$ cat src/rtl/tmrx_pkg.sv
package tmrx_pkg;

  localparam int NCH = 2;
  localparam int DW  = 8;

  // Bit positions that software decodes: timer channel i, external channel i
  function automatic int ovf_pos(input int i);
    return 5 + 2 * i;
  endfunction

  function automatic int run_pos(input int i);
    return 4 + 2 * i;
  endfunction

  function automatic int xflag_pos(input int i);
    return 1 + 2 * i;
  endfunction

  function automatic int xmode_pos(input int i);
    return 2 * i;
  endfunction

  // Pin sample adjusted by polarity: result 1 means active
  function automatic logic act_level(input logic smp, input logic pol);
    return pol ? smp : ~smp;
  endfunction

  // Flag update: a hardware set beats clear and write; clear beats write
  function automatic logic flag_next(input logic cur, input logic hw_set,
                                     input logic clr, input logic we,
                                     input logic wv);
    return hw_set | (~clr & (we ? wv : cur));
  endfunction

endpackage

$ cat src/rtl/tmrx_sync.sv
module tmrx_sync #(
  parameter int W      = 2,
  parameter int STAGES = 2
) (
  input  logic         clk,
  input  logic         rst_n,
  input  logic [W-1:0] d,
  output logic [W-1:0] q
);

  logic [W-1:0] stg [STAGES];

  always_ff @(posedge clk or negedge rst_n) begin
    if (!rst_n) stg[0] <= '0;
    else        stg[0] <= d;
  end

  for (genvar k = 1; k < STAGES; k++) begin : g_stage
    always_ff @(posedge clk or negedge rst_n) begin
      if (!rst_n) stg[k] <= '0;
      else        stg[k] <= stg[k-1];
    end
  end

  assign q = stg[STAGES-1];

endmodule

$ cat src/rtl/tmrx_ext_det.sv
module tmrx_ext_det #(
  parameter int W = 2
) (
  input  logic         clk,
  input  logic         rst_n,
  input  logic [W-1:0] smp,
  input  logic [W-1:0] pol,
  output logic [W-1:0] act,
  output logic [W-1:0] edge_det
);

  // Previous raw sample; polarity is applied to both samples with the current select
  logic [W-1:0] smp_q;

  always_ff @(posedge clk or negedge rst_n) begin
    if (!rst_n) smp_q <= '0;
    else        smp_q <= smp;
  end

  for (genvar i = 0; i < W; i++) begin : g_ch
    logic prev_act;
    assign act[i]      = tmrx_pkg::act_level(smp[i], pol[i]);
    assign prev_act    = tmrx_pkg::act_level(smp_q[i], pol[i]);
    assign edge_det[i] = act[i] & ~prev_act;
  end

endmodule

$ cat src/rtl/tmrx_ctl.sv
module tmrx_ctl #(
  parameter int                ADDR_W   = 8,
  parameter int                PAGE_W   = 4,
  parameter logic [ADDR_W-1:0] REG_ADDR = 8'h88,
  parameter logic [PAGE_W-1:0] REG_PAGE = '0,
  parameter int                SYNC_N   = 2
) (
  input  logic                        clk,
  input  logic                        rst_n,
  input  logic [ADDR_W-1:0]           sfr_addr,
  input  logic [PAGE_W-1:0]           sfr_page,
  input  logic                        sfr_wr,
  input  logic [tmrx_pkg::DW-1:0]     sfr_wdata,
  input  logic                        sfr_bit_wr,
  input  logic [$clog2(tmrx_pkg::DW)-1:0] sfr_bit_sel,
  input  logic                        sfr_bit_val,
  output logic [tmrx_pkg::DW-1:0]     sfr_rdata,
  input  logic [tmrx_pkg::NCH-1:0]    tmr_ovf,
  input  logic [tmrx_pkg::NCH-1:0]    ack_tmr,
  input  logic [tmrx_pkg::NCH-1:0]    ext_pin,
  input  logic [tmrx_pkg::NCH-1:0]    ext_pol,
  input  logic [tmrx_pkg::NCH-1:0]    ack_ext,
  output logic [tmrx_pkg::NCH-1:0]    tmr_run,
  output logic [tmrx_pkg::NCH-1:0]    irq_tmr,
  output logic [tmrx_pkg::NCH-1:0]    irq_ext
);

  localparam int DW  = tmrx_pkg::DW;
  localparam int NCH = tmrx_pkg::NCH;

  // Named internal events, visible to the bound checker
  logic           sel_hit;
  logic           byte_we;
  logic           wr_hit;
  logic [DW-1:0]  we_vec;
  logic [DW-1:0]  wv_vec;
  logic [NCH-1:0] ext_smp;
  logic [NCH-1:0] ext_act;
  logic [NCH-1:0] ext_edge;
  logic [DW-1:0]  ctl_q;
  logic [DW-1:0]  ctl_d;

  assign sel_hit = (sfr_addr == REG_ADDR) && (sfr_page == REG_PAGE);
  assign byte_we = sel_hit & sfr_wr;
  assign wr_hit  = sel_hit & (sfr_wr | sfr_bit_wr);

  for (genvar b = 0; b < DW; b++) begin : g_wr
    assign we_vec[b] = byte_we |
                       (sel_hit & sfr_bit_wr & (sfr_bit_sel == b[$clog2(DW)-1:0]));
    assign wv_vec[b] = byte_we ? sfr_wdata[b] : sfr_bit_val;
  end

  tmrx_sync #(.W(NCH), .STAGES(SYNC_N)) u_sync (
    .clk   (clk),
    .rst_n (rst_n),
    .d     (ext_pin),
    .q     (ext_smp)
  );

  tmrx_ext_det #(.W(NCH)) u_det (
    .clk      (clk),
    .rst_n    (rst_n),
    .smp      (ext_smp),
    .pol      (ext_pol),
    .act      (ext_act),
    .edge_det (ext_edge)
  );

  for (genvar i = 0; i < NCH; i++) begin : g_tmr
    localparam int PO = tmrx_pkg::ovf_pos(i);
    localparam int PR = tmrx_pkg::run_pos(i);
    assign ctl_d[PR] = we_vec[PR] ? wv_vec[PR] : ctl_q[PR];
    assign ctl_d[PO] = tmrx_pkg::flag_next(ctl_q[PO], tmr_ovf[i], ack_tmr[i],
                                           we_vec[PO], wv_vec[PO]);
    assign tmr_run[i] = ctl_q[PR];
    assign irq_tmr[i] = ctl_q[PO];
  end

  for (genvar i = 0; i < NCH; i++) begin : g_ext
    localparam int PF = tmrx_pkg::xflag_pos(i);
    localparam int PM = tmrx_pkg::xmode_pos(i);
    logic edge_mode;
    assign edge_mode = ctl_q[PM];
    assign ctl_d[PM] = we_vec[PM] ? wv_vec[PM] : ctl_q[PM];
    assign ctl_d[PF] = edge_mode
                       ? tmrx_pkg::flag_next(ctl_q[PF], ext_edge[i], ack_ext[i],
                                             we_vec[PF], wv_vec[PF])
                       : ext_act[i];
    assign irq_ext[i] = ctl_q[PF];
  end

  always_ff @(posedge clk or negedge rst_n) begin
    if (!rst_n) ctl_q <= '0;
    else        ctl_q <= ctl_d;
  end

  assign sfr_rdata = sel_hit ? ctl_q : '0;

endmodule

$ cat config.mk
export PLATFORM = sky130hd
export DESIGN_NAME = tmrx_ctl
export DESIGN_NICKNAME = d
export VERILOG_FILES = /design/src/rtl/tmrx_pkg.sv /design/src/rtl/tmrx_sync.sv /design/src/rtl/tmrx_ext_det.sv /design/src/rtl/tmrx_ctl.sv
export SDC_FILE = /design/constraint.sdc
export NUM_CORES = 1
export LEC_CHECK = 0
export BUFFER_PORTS_ARGS = -buffer_cell sky130_fd_sc_hd__clkbuf_2
export CORE_MARGIN = 4
export CORE_UTILIZATION = 40
export CTS_CLUSTER_SIZE = 24
export DETAILED_ROUTE_END_ITERATION = 6
export GPL_TIMING_DRIVEN = 0
export HOLD_SLACK_MARGIN = 0.15
export PLACE_DENSITY = 0.72
export SYNTH_ARGS = -nofsm -noshare
export SYNTH_HDL_FRONTEND = slang
export SYNTH_HIERARCHICAL = 1
export SYNTH_SLANG_ARGS = --single-unit
$ cat constraint.sdc
create_clock -name clk -period 3.4 [get_ports clk]
set_clock_uncertainty 0.05 [all_clocks]
set_input_delay 0.68 -clock clk [delete_from_list [all_inputs] [get_ports clk]]
set_output_delay 0.68 -clock clk [all_outputs]
set_load 0.02 [all_outputs]
Word-level counts from Yosys, hierarchy flattened. Cells that the tools add are included.

Add/subtract/negate cells: 0. Multiply operators: 0. Div/mod/pow operators: 0. $lt $le $gt $ge: 0. Eq/ne operators: 8. Shift operators: 0. Multiplexer cells: 19. Bitwise operators: 38. Reductions and logical operators: 3.

Operator list (number): $mux W1 (18); $and A1 B1 Y1 (16); $eq A3 B3 Y1 const B (4); $or A1 B1 Y1 (12); $not A1 Y1 (10); $eq A8 B8 Y1 const B (1); $mux W8 (1); $eq A3 B2 Y1 const B (2); $logic_not A4 Y1 (1); $eq A3 B1 Y1 const B (1); $logic_not A3 Y1 (1); $logic_and A1 B1 Y1 (1).

Register bits: 14. Bits in latches: 0. RAM bits: 0. Bits in read-only memories: 0. Output and inout port bits: 14. Logic and storage cells: 76. Memories: 0.

Logic depth before layout (Yosys ltp). Gate-level depths: netlist of the first run.

Word-level depth: 9. Depth in mapped cells: 6. Gate-level depth less buffers: 5.

Hierarchy. Netlist of the first run, hierarchy kept.

By module, submodules not included: tmrx_ctl (instances 1, cells an instance 88, area each 762.0 sq um, seq. area each 200.2 sq um); tmrx_sync (instances 1, cells an instance 6, area each 115.1 sq um, seq. area each 100.1 sq um); tmrx_ext_det (instances 1, cells an instance 10, area each 112.6 sq um, seq. area each 50.0 sq um).

Worst setup path after synthesis of the first run. OpenSTA, ideal clock, no wires.

Kind: input to output. Start point: input port sfr_addr[1]. End point: output port sfr_rdata[0] (netlist name). Data arrival time: 1766 ps. Required time: 2670 ps. Setup slack: 904 ps. Cell stages on the path: 4. Path buffers: 1. Path through: nor4b_4 -> and3_2 -> clkbuf_1 -> and2_1.

Cells in the longest elaborated chain, start to end: 3.

RTL lines: start: declaration (RTL line tmrx_ctl.sv:10) `input logic [ADDR_W-1:0] sfr_addr,`; $eq A8 B8 Y1 (RTL line tmrx_ctl.sv:43) `assign sel_hit = (sfr_addr == REG_ADDR) && (sfr_page == REG_PAGE);`; $logic_and A1 B1 Y1 (RTL line tmrx_ctl.sv:43); $mux W8 (RTL line tmrx_ctl.sv:97) `assign sfr_rdata = sel_hit ? ctl_q : '0;`; end: declaration (RTL line tmrx_ctl.sv:17) `output logic [tmrx_pkg::DW-1:0] sfr_rdata,`.

Every way passes these cells.

Worst setup path after layout of the first run.
Start point: input port sfr_page[1]. End point: output port sfr_rdata[1] (netlist name).

Cells in the longest elaborated chain, start to end: 3.

RTL lines: start: declaration (RTL line tmrx_ctl.sv:11) `input logic [PAGE_W-1:0] sfr_page,`; $logic_not A4 Y1 (RTL line tmrx_ctl.sv:43); $logic_and A1 B1 Y1 (RTL line tmrx_ctl.sv:43); $mux W8 (RTL line tmrx_ctl.sv:97).

Every way passes these cells.

==> impl_results.md, run 1 <==
* CP max-delay cell: nor4_4
* Multi-input gate area at 556 um2
* Final net count at 197
* CP bufs+invs at 3
* Pin count of the biggest net entering global routing at 15
* Largest delay contributor family on the critical path: simple AND/OR/NAND/NOR gates
* Full die area at 3330 um2
* Placed instance area at 1270 um2
* Clk pin slew, worst setup/hold paths at 0.07 ns
* CP most frequent cell: clkbuf_2
* GR Util All Layers at 16.4%
* Pre-antenna DRT Iters at 4
* Final setup viols at 0
* # IOs at 52
* Core Footprint at 2280 um2
* Via count at 1006
* Max-slew violations at 0
* Port Buf Inserts at 50
* Hold crit path type: primary input to async pin
* WP data arrival at 2.18 ns
* R2r worst-path depth at 6
* Final worst path period share at 85.5%
* Starting Density at 43.5%
* Final hold vios at 0
* Rel. slew slack at 69.7%
* Outcome: complete, no violations
* FF-to-FF Start: u_sync/q[0]
* Post-CTS sizing at 0
* Clock latency at the later pin of the worst-skew pair at 0.27 ns
* Worst Path Max Fanout at 10
* Leakage power at 0.622 nW
* CP cell instances: clkbuf_2, nor4_4, and3_2, clkbuf_1, and2_1, clkbuf_2
* Register area share after synthesis at 35.4%
* Critical path type: primary input to primary output
* Fin area at 1300 um2
* PwrDens at 273 nW/um2
* Clock sinks at 14
* Post-Syn Nets at 142
* Final Non-Filler Cells at 185
* Synth cell types at 38
* Yosys reg bits at 14
* Worst r2r dst: ctl_q[1]
* Initial antenna violation count at 0
* Layout area overhead at 31.1%
* Unrepaired setup endpoints after global routing: no
* Clock buffer count from CTS at 3
* Final antenna-violating net count at 0
* Number of max-cap violations at 0
* Vias in the first global route at 989
* Peak VDD IR at 0.163 mV
* Setup_tns at 0 ns
* Drt drc at 0
* Fill count at 215
* Sequential Area at 350 um2
* Fmax at 344 MHz
* First-pass GRT wire length at 4310 um
* Netlist Area Pre-Place at 990 um2
* Hold slack at 0.255 ns
* Die extent in x at 57.7 um
* Setup crit start kind: primary input
* Layout cells sized above 1 at 46.5%
* HPWL after DPL at 2050 um
* Std-Cell Rows at 17
* Overall routed net length at 2470 um
* Gr ovfl total at 0
* TritonCTS clock tree: done
* Most frequent cells in the layout: clkbuf_2, dfrtp_1, nand2_1, and2_1, buf_4
* Register-to-register setup slack at 2.14 ns
* CP max stage delay at 0.47 ns
* Die Y at 57.7 um
* Crit path capture type: primary output
* Synth Warn # at 6
* Min Clock Period, post-route at 2.91 ns
* Antenna Diode Count at 0
* Number of DRC markers in iteration 0 at 20
* Final Util at 57.0%
* CTS H-tree depth at 1
* Syn Area/Cell at 9.52 um2
* Post-CTS Setup Inserts at 0
* Wirelength per Cell at 13.4 um
* Commonest non-fill, non-tap cell in the layout: clkbuf_2
* Vias per cell at 5.44
* Placed cell count at 182
* Root buf cell: clkbuf_4
* Clock buffer depth at 2
* Hold-fix buffers at CTS at 0
* Placer Congestion at 0.774
* Syn Inst Count at 104
* Measured slew at the worst slew-check pin at 0.453 ns
* Critical path data required time at 2.67 ns
## flip-flops by register name, summed over array words and instances (netlist names)
signal / flops
u_sync/stg: 2
u_det/smp_q: 2
u_sync/q: 2
ctl_q: 8
## where the power goes
group / total [mW] / switching [mW] / internal (mW)
registers: 0.180 / 0.00515 / 0.175
clock network: 0.0896 / 0.0486 / 0.0410
logic: 0.0849 / 0.0418 / 0.0431
## layer usage
metal  up-vias  global-route usage (%)  routed length [um]
met1       461                    19.2                 975
met4         0                    4.97                  31
li1        497                       -                   -
met3         5                    4.68                 183
met2        43                    28.9                1280
met5         -                       0                   0
## worst max-delay path by stage
stage | to | depth (start not counted) | from | slack [ns]
final | sfr_rdata[1] | 6 | sfr_page[1] | 0.49
after global routing | sfr_rdata[0] | 6 | sfr_page[1] | 0.34
after CTS | sfr_rdata[3] | 6 | sfr_page[1] | 0.48
after detailed placement | sfr_rdata[3] | 6 | sfr_page[1] | 0.47
after global placement | sfr_rdata[1] | 6 | sfr_addr[1] | 0.55
after floorplan | sfr_rdata[0] | 4 | sfr_addr[1] | 0.90
## Yosys cell counts
cell / number / area [um2]
dfrtp_1: 14 / 350
clkbuf_1: 2 / 7.51
o21ai_0: 3 / 15.0
nand3_1: 3 / 15.0
and3_2: 1 / 7.51
nor2_1: 1 / 3.75
a22oi_1: 2 / 15.0
inv_1: 3 / 11.3
nand3_2: 1 / 10.0
buf_4: 8 / 60.1
o21bai_1: 1 / 7.51
a32oi_1: 2 / 17.5
nand4_1: 2 / 12.5
or3_1: 2 / 12.5
a21oi_1: 2 / 10.0
o22ai_2: 2 / 25.0
or4_1: 2 / 15.0
nand2_1: 10 / 37.5
a221oi_1: 1 / 8.76
o211ai_1: 5 / 37.5
and2_0: 1 / 6.26
nor4_4: 1 / 21.3
a2111oi_0: 1 / 8.76
nor2b_1: 3 / 18.8
o22ai_1: 1 / 6.26
and4_2: 2 / 20.0
buf_2: 1 / 5.00
nand2b_1: 6 / 37.5
and2_1: 8 / 50.1
mux2i_1: 1 / 10.0
xnor2_1: 2 / 17.5
a41oi_1: 1 / 8.76
nor4b_4: 2 / 47.6
or2_2: 1 / 6.26
nor4bb_1: 1 / 10.0
o21ba_2: 1 / 10.0
a31oi_1: 3 / 18.8
o31ai_1: 1 / 7.51
## through the flow
step                power, mW  worst slack [ns]
floorplan               0.227             0.904
global placement        0.266             0.551
detailed placement      0.269             0.472
CTS                     0.361             0.478
global route            0.380             0.338
finish                  0.355             0.493
## final cells by class
type / instances / share of cell area, %
Sequential cell: 14 / 27.0
Tap cell: 28 / 2.70
Buffer: 11 / 5.59
Multi-Input combinational cell: 76 / 42.8
Inverter: 3 / 0.868
Timing Repair Buffer: 50 / 19.3
Clock buffer: 3 / 1.74
## cells by family (layout without fill, tap and decap cells)
group                     count (synthesis)  after routing  synth area share [%]
AOI/OAI and AO/OA                        26             26                  19.8
xor gates and xnor gates                  2              2                  1.77
buffers and inverters                    14             67                  8.47
DFF                                      14             14                  35.4
muxes                                     1              1                  1.01
and+or+nand+nor                          47             47                  33.5
Power figures use the tool's default switching activity.
==> run 2: changes to the inputs <==
--- a/config.mk
+++ b/config.mk
@@ -13,6 +13,7 @@
 export GPL_TIMING_DRIVEN = 0
 export HOLD_SLACK_MARGIN = 0.15
 export PLACE_DENSITY = 0.72
+export REMOVE_ABC_BUFFERS = 1
 export SYNTH_ARGS = -nofsm -noshare
 export SYNTH_HDL_FRONTEND = slang
 export SYNTH_HIERARCHICAL = 1
==> run 2 against run 1 <==
- combinational power decreased by 10%
- sequential power is essentially flat
- wire length down 3.2%
- cell count decreased by 4.9%
==> impl_results.md, run 2 (same netlist as run 1, synthesis figures left out) <==
* Max FFs per register at 8
* Layout area overhead at 25.7%
* Pre-antenna DRT Iters at 4
* TritonCTS clock tree: done
* HPWL after DPL at 1960 um
* Drt drc at 0
* Fmax at 375 MHz
* Rel. slew slack at 70.8%
* Crit path capture type: primary output
* Measured slew at the worst slew-check pin at 0.436 ns
* Gr ovfl total at 0
* Hold crit path type: primary input to async pin
* Most frequent cells in the layout: clkbuf_2, dfrtp_1, nand2_1, and2_1, nand2b_1
* PwrDens at 302 nW/um2
* Setup crit start kind: primary input
* Fill count at 219
* Via count at 957
* Vias in the first global route at 952
* Setup_tns at 0 ns
* Port Buf Inserts at 51
* Commonest non-fill, non-tap cell in the layout: clkbuf_2
* Highest metal used: met3
* Clock latency at the later pin of the worst-skew pair at 0.28 ns
* Peak VDD IR at 0.292 mV
* Met2 wire length at 1150 um
* First-pass GRT wire length at 3930 um
* GR Util All Layers at 14.6%
* Final worst path period share at 78.3%
* Clock sinks at 14
* Leakage power at 0.586 nW
* Outcome: complete, no violations
* Die Y at 57.7 um
* Starting Density at 43.5%
* Layout cells sized above 1 at 44.6%
* CTS H-tree depth at 1
* Hold-fix buffers at CTS at 0
* Post-CTS Setup Inserts at 0
* Max-slew violations at 0
* Full die area at 3330 um2
* Std-Cell Rows at 17
* Final net count at 187
* Overall routed net length at 2390 um
* Final antenna-violating net count at 0
* Min Clock Period, post-route at 2.66 ns
* Top reg by flops: ctl_q
* Met3 Wirelength at 198 um
* Clk pin slew, worst setup/hold paths at 0.09 ns
* Vias per cell at 5.44
* Number of DRC markers in iteration 0 at 15
* Final Total Pwr at 0.376 mW
* WP data arrival at 1.93 ns
* Clock buffer depth at 2
* Met1 wire length at 1050 um
* Worst Path Max Fanout at 10
* Die extent in x at 57.7 um
* Critical path type: primary input to primary output
* # IOs at 52
* Initial antenna violation count at 0
* Clock buffer count from CTS at 3
* Post-CTS sizing at 0
* Antenna Diode Count at 0
* Unrepaired setup endpoints after global routing: no
* Final hold vios at 0
* Final setup viols at 0
* Critical path data required time at 2.67 ns
* Number of max-cap violations at 0
* Wirelength per Cell at 13.6 um
* Placer Congestion at 0.854
* Root buf cell: clkbuf_4
* Core Footprint at 2280 um2
* Pin count of the biggest net entering global routing at 15
[run 2: final cells by class]
| cell class | count | area (um2) | area share (%) |
|---|---|---|---|
| multi-input combinational | 76 | 556 | 44.7 |
| sequential | 14 | 350 | 28.2 |
| timing repair buffer | 51 | 255 | 20.5 |
| clock buffer | 4 | 36.3 | 2.92 |
| tap | 28 | 35.0 | 2.82 |
| inverter | 3 | 11.3 | 0.905 |
[run 2: report_power, final]
group          switching [mW]  total (mW)  internal [mW]
combinational          0.0402      0.0762         0.0360
clock                  0.0538       0.119         0.0651
sequential            0.00592       0.181          0.175
[run 2: final timing paths]
path / from / slack, ns / endpoint / cells past startpoint
worst max-delay path: sfr_addr[1] / 0.74 / sfr_rdata[2] / 5
worst min-delay path: rst_n / 0.24 / ctl_q[3] / 1
worst max register to register: u_sync/q[0] / 2.15 / ctl_q[1] / 5
worst min register to register: u_sync/stg[3] / 0.31 / u_sync/q[1] / 0
max in group asynchronous: rst_n / 2.79 / ctl_q[5] / 1
min in group clk: u_sync/stg[3] / 0.31 / u_sync/q[1] / 0
[run 2: per-stage QoR]
| step | hold WS [ns] | instances | setup WS (ns) | cell area, um2 | util, % |
|---|---|---|---|---|---|
| 2_1_floorplan | 0.281 | 93 | 1.05 | 917 | - |
| 5_1_grt | 0.252 | 176 | 0.635 | 1240 | 54.6 |
| 3_5_place_dp | 0.289 | 172 | 0.737 | 1210 | 53.1 |
| 4_1_cts | 0.249 | 176 | 0.733 | 1240 | 54.6 |
| 6_report | 0.241 | 176 | 0.737 | 1240 | 54.6 |
| 3_3_place_gp | 0.285 | 172 | 0.771 | 1210 | 53.1 |
[run 2: metal layers]
layer | track usage, % | vias to the layer above
met5 | 0 | -
met4 | 3.64 | 0
met3 | 5.79 | 0
met2 | 24.5 | 39
met1 | 17.4 | 448
li1 | - | 470
[run 2: worst max-delay path, cell delays in order]
cell	delay (ns)
clkbuf_2	0.10
nor4b_4	0.46
and3_2	0.37
and2_1	0.16
clkbuf_2	0.16
==> run 3: changes to the inputs <==
--- a/config.mk
+++ b/config.mk
@@ -12,7 +12,7 @@
 export DETAILED_ROUTE_END_ITERATION = 6
 export GPL_TIMING_DRIVEN = 0
 export HOLD_SLACK_MARGIN = 0.15
-export PLACE_DENSITY = 0.72
+export PLACE_DENSITY = 0.75
 export REMOVE_ABC_BUFFERS = 1
 export SYNTH_ARGS = -nofsm -noshare
 export SYNTH_HDL_FRONTEND = slang
==> constraint.sdc (replaced) <==
create_clock -name clk -period 2.4 [get_ports clk]
set_clock_uncertainty 0.05 [all_clocks]
set_input_delay 0.48 -clock clk [delete_from_list [all_inputs] [get_ports clk]]
set_output_delay 0.48 -clock clk [all_outputs]
set_load 0.02 [all_outputs]
==> run 3 against run 2 <==
- clock power increased by 41%
- hold slack improved by 0.013 ns
- sequential cell count unchanged
- sequential power increased by 41%
- wire length increased by 2.8%
- utilization increased by 0.44 points
- largest cell class unchanged
==> impl_results.md, run 3 (same netlist as run 1, synthesis figures left out) <==
* Worst r2r dst: ctl_q[1]
* Port Buf Inserts at 51
* Clock latency at the later pin of the worst-skew pair at 0.28 ns
* R2r worst-path depth at 5
* Root buf cell: clkbuf_4
* Hold slack at 0.254 ns
* Top reg by flops: ctl_q
* Register-to-register setup slack at 1.18 ns
* PwrDens at 425 nW/um2
* Vias in the first global route at 988
* Min setup slack post-route at 0.115 ns
* FF-to-FF Start: u_sync/q[0]
* TritonCTS clock tree: done
* Layout area overhead at 26.7%
* Hold Path Depth at 1
* # IOs at 52
* Pre-CTS WS at 0.120 ns
* Clk pin slew, worst setup/hold paths at 0.08 ns
* Number of max-cap violations at 0
* Clock sinks at 14
* Setup_tns at 0 ns
* First-pass GRT wire length at 4110 um
* Final hold vios at 0
* Placer Congestion at 0.814
* Hold crit path type: primary input to flip-flop
* Number of DRC markers in iteration 0 at 29
* Measured slew at the worst slew-check pin at 0.612 ns
* Gr ovfl total at 0
* Final antenna-violating net count at 0
* Die Y at 57.7 um
* Fin area at 1250 um2
* Vias per cell at 5.37
* Fmax at 438 MHz
* Placed instance area at 1210 um2
* Overall routed net length at 2460 um
* Unrepaired setup endpoints after global routing: no
* HPWL after DPL at 2070 um
* Final net count at 188
* Via count at 950
* Final worst path period share at 95.2%
* Antenna Diode Count at 0
* Drt drc at 0
* Starting Density at 43.5%
* Full die area at 3330 um2
* Crit path capture type: primary output
* Commonest non-fill, non-tap cell in the layout: clkbuf_2
* Rel. slew slack at 58.2%
* Most frequent cells in the layout: clkbuf_2, dfrtp_1, nand2_1, and2_1, nand2b_1
* Clock buffer depth at 2
* Wirelength per Cell at 13.9 um
* Final setup viols at 0
* Layout cells sized above 1 at 44.3%
* Max-slew violations at 0
* Setup crit start: sfr_addr[1]
* Setup crit start kind: primary input
* Pin count of the biggest net entering global routing at 15
* Worst Path Max Fanout at 10
* GR Util All Layers at 15.5%
* Max FFs per register at 8
* CTS H-tree depth at 1
* WP data arrival at 1.75 ns
* Std-Cell Rows at 17
* Die extent in x at 57.7 um
* Core Footprint at 2280 um2
* Critical path type: primary input to primary output
* Worst Hold Launch: ext_pin[0]
* Min Clock Period, post-route at 2.28 ns
* Pre-antenna DRT Iters at 4
* Fill count at 210
* Clock buffer count from CTS at 3
* Initial antenna violation count at 0
* Peak VDD IR at 0.319 mV
* Leakage power at 0.590 nW
* WHS Endpoint: u_sync/stg[2]
* Outcome: complete, no violations
* Critical path data required time at 1.87 ns
## run 3: cell count changes in the layout (fill, tap and decap cells not counted)
cell           delta
dlygate4sd3_1     +1
## run 3: worst max path at each step
stage	to	slack, ns	depth (start not counted)
4_1_cts	sfr_rdata[2]	0.11	5
3_5_place_dp	sfr_rdata[2]	0.12	5
6_report	sfr_rdata[2]	0.12	5
3_3_place_gp	sfr_rdata[2]	0.13	5
5_1_grt	sfr_rdata[2]	0.006	5
2_1_floorplan	sfr_rdata[0]	0.45	3
## run 3: metrics by stage
step	std cells	power, mW	util (%)
2_1_floorplan	93	0.308	-
3_3_place_gp	172	0.364	53.1
3_5_place_dp	172	0.369	53.1
4_1_cts	177	0.541	55.1
5_1_grt	177	0.566	55.1
6_report	177	0.533	55.1
## run 3: where the power goes
| group | total [mW] | internal (mW) | leakage, nW | switching [mW] |
|---|---|---|---|---|
| Combinational | 0.108 | 0.0521 | 0.398 | 0.0559 |
| Clock | 0.168 | 0.0924 | 0.0210 | 0.0761 |
| Sequential | 0.256 | 0.248 | 0.171 | 0.00827 |
## run 3: timing repair
action | in CTS | in global routing
buffers inserted | 0 | 0
endpoints found under the hold margin | 14 | 0
gates resized for setup | 0 | 0
hold buffers | 1 | 0
## run 3: worst max-delay path, stage by stage
cell and delay (ns):
clkbuf_2 0.10, nor4b_4 0.46, and3_2 0.39, and2_1 0.16, clkbuf_2 0.16
## run 3: layout make-up
cell class | instances | area (um2) | share of cell area [%]
repair buffers | 52 | 265 | 21.2
well taps | 28 | 35.0 | 2.79
flip-flops and latches | 14 | 350 | 27.9
inverters | 3 | 11.3 | 0.898
clock buffers | 4 | 36.3 | 2.89
multi-input cells | 76 | 556 | 44.3
## run 3: metal layers
| metal | part of all wire, % | vias up | GRT usage (%) |
|---|---|---|---|
| li1 | - | 473 | - |
| met1 | 36 | 443 | 15.6 |
| met2 | 55 | 31 | 30.6 |
| met3 | 8.3 | 3 | 4.90 |
| met4 | 0.33 | 0 | 2.98 |
| met5 | 0 | - | 0 |
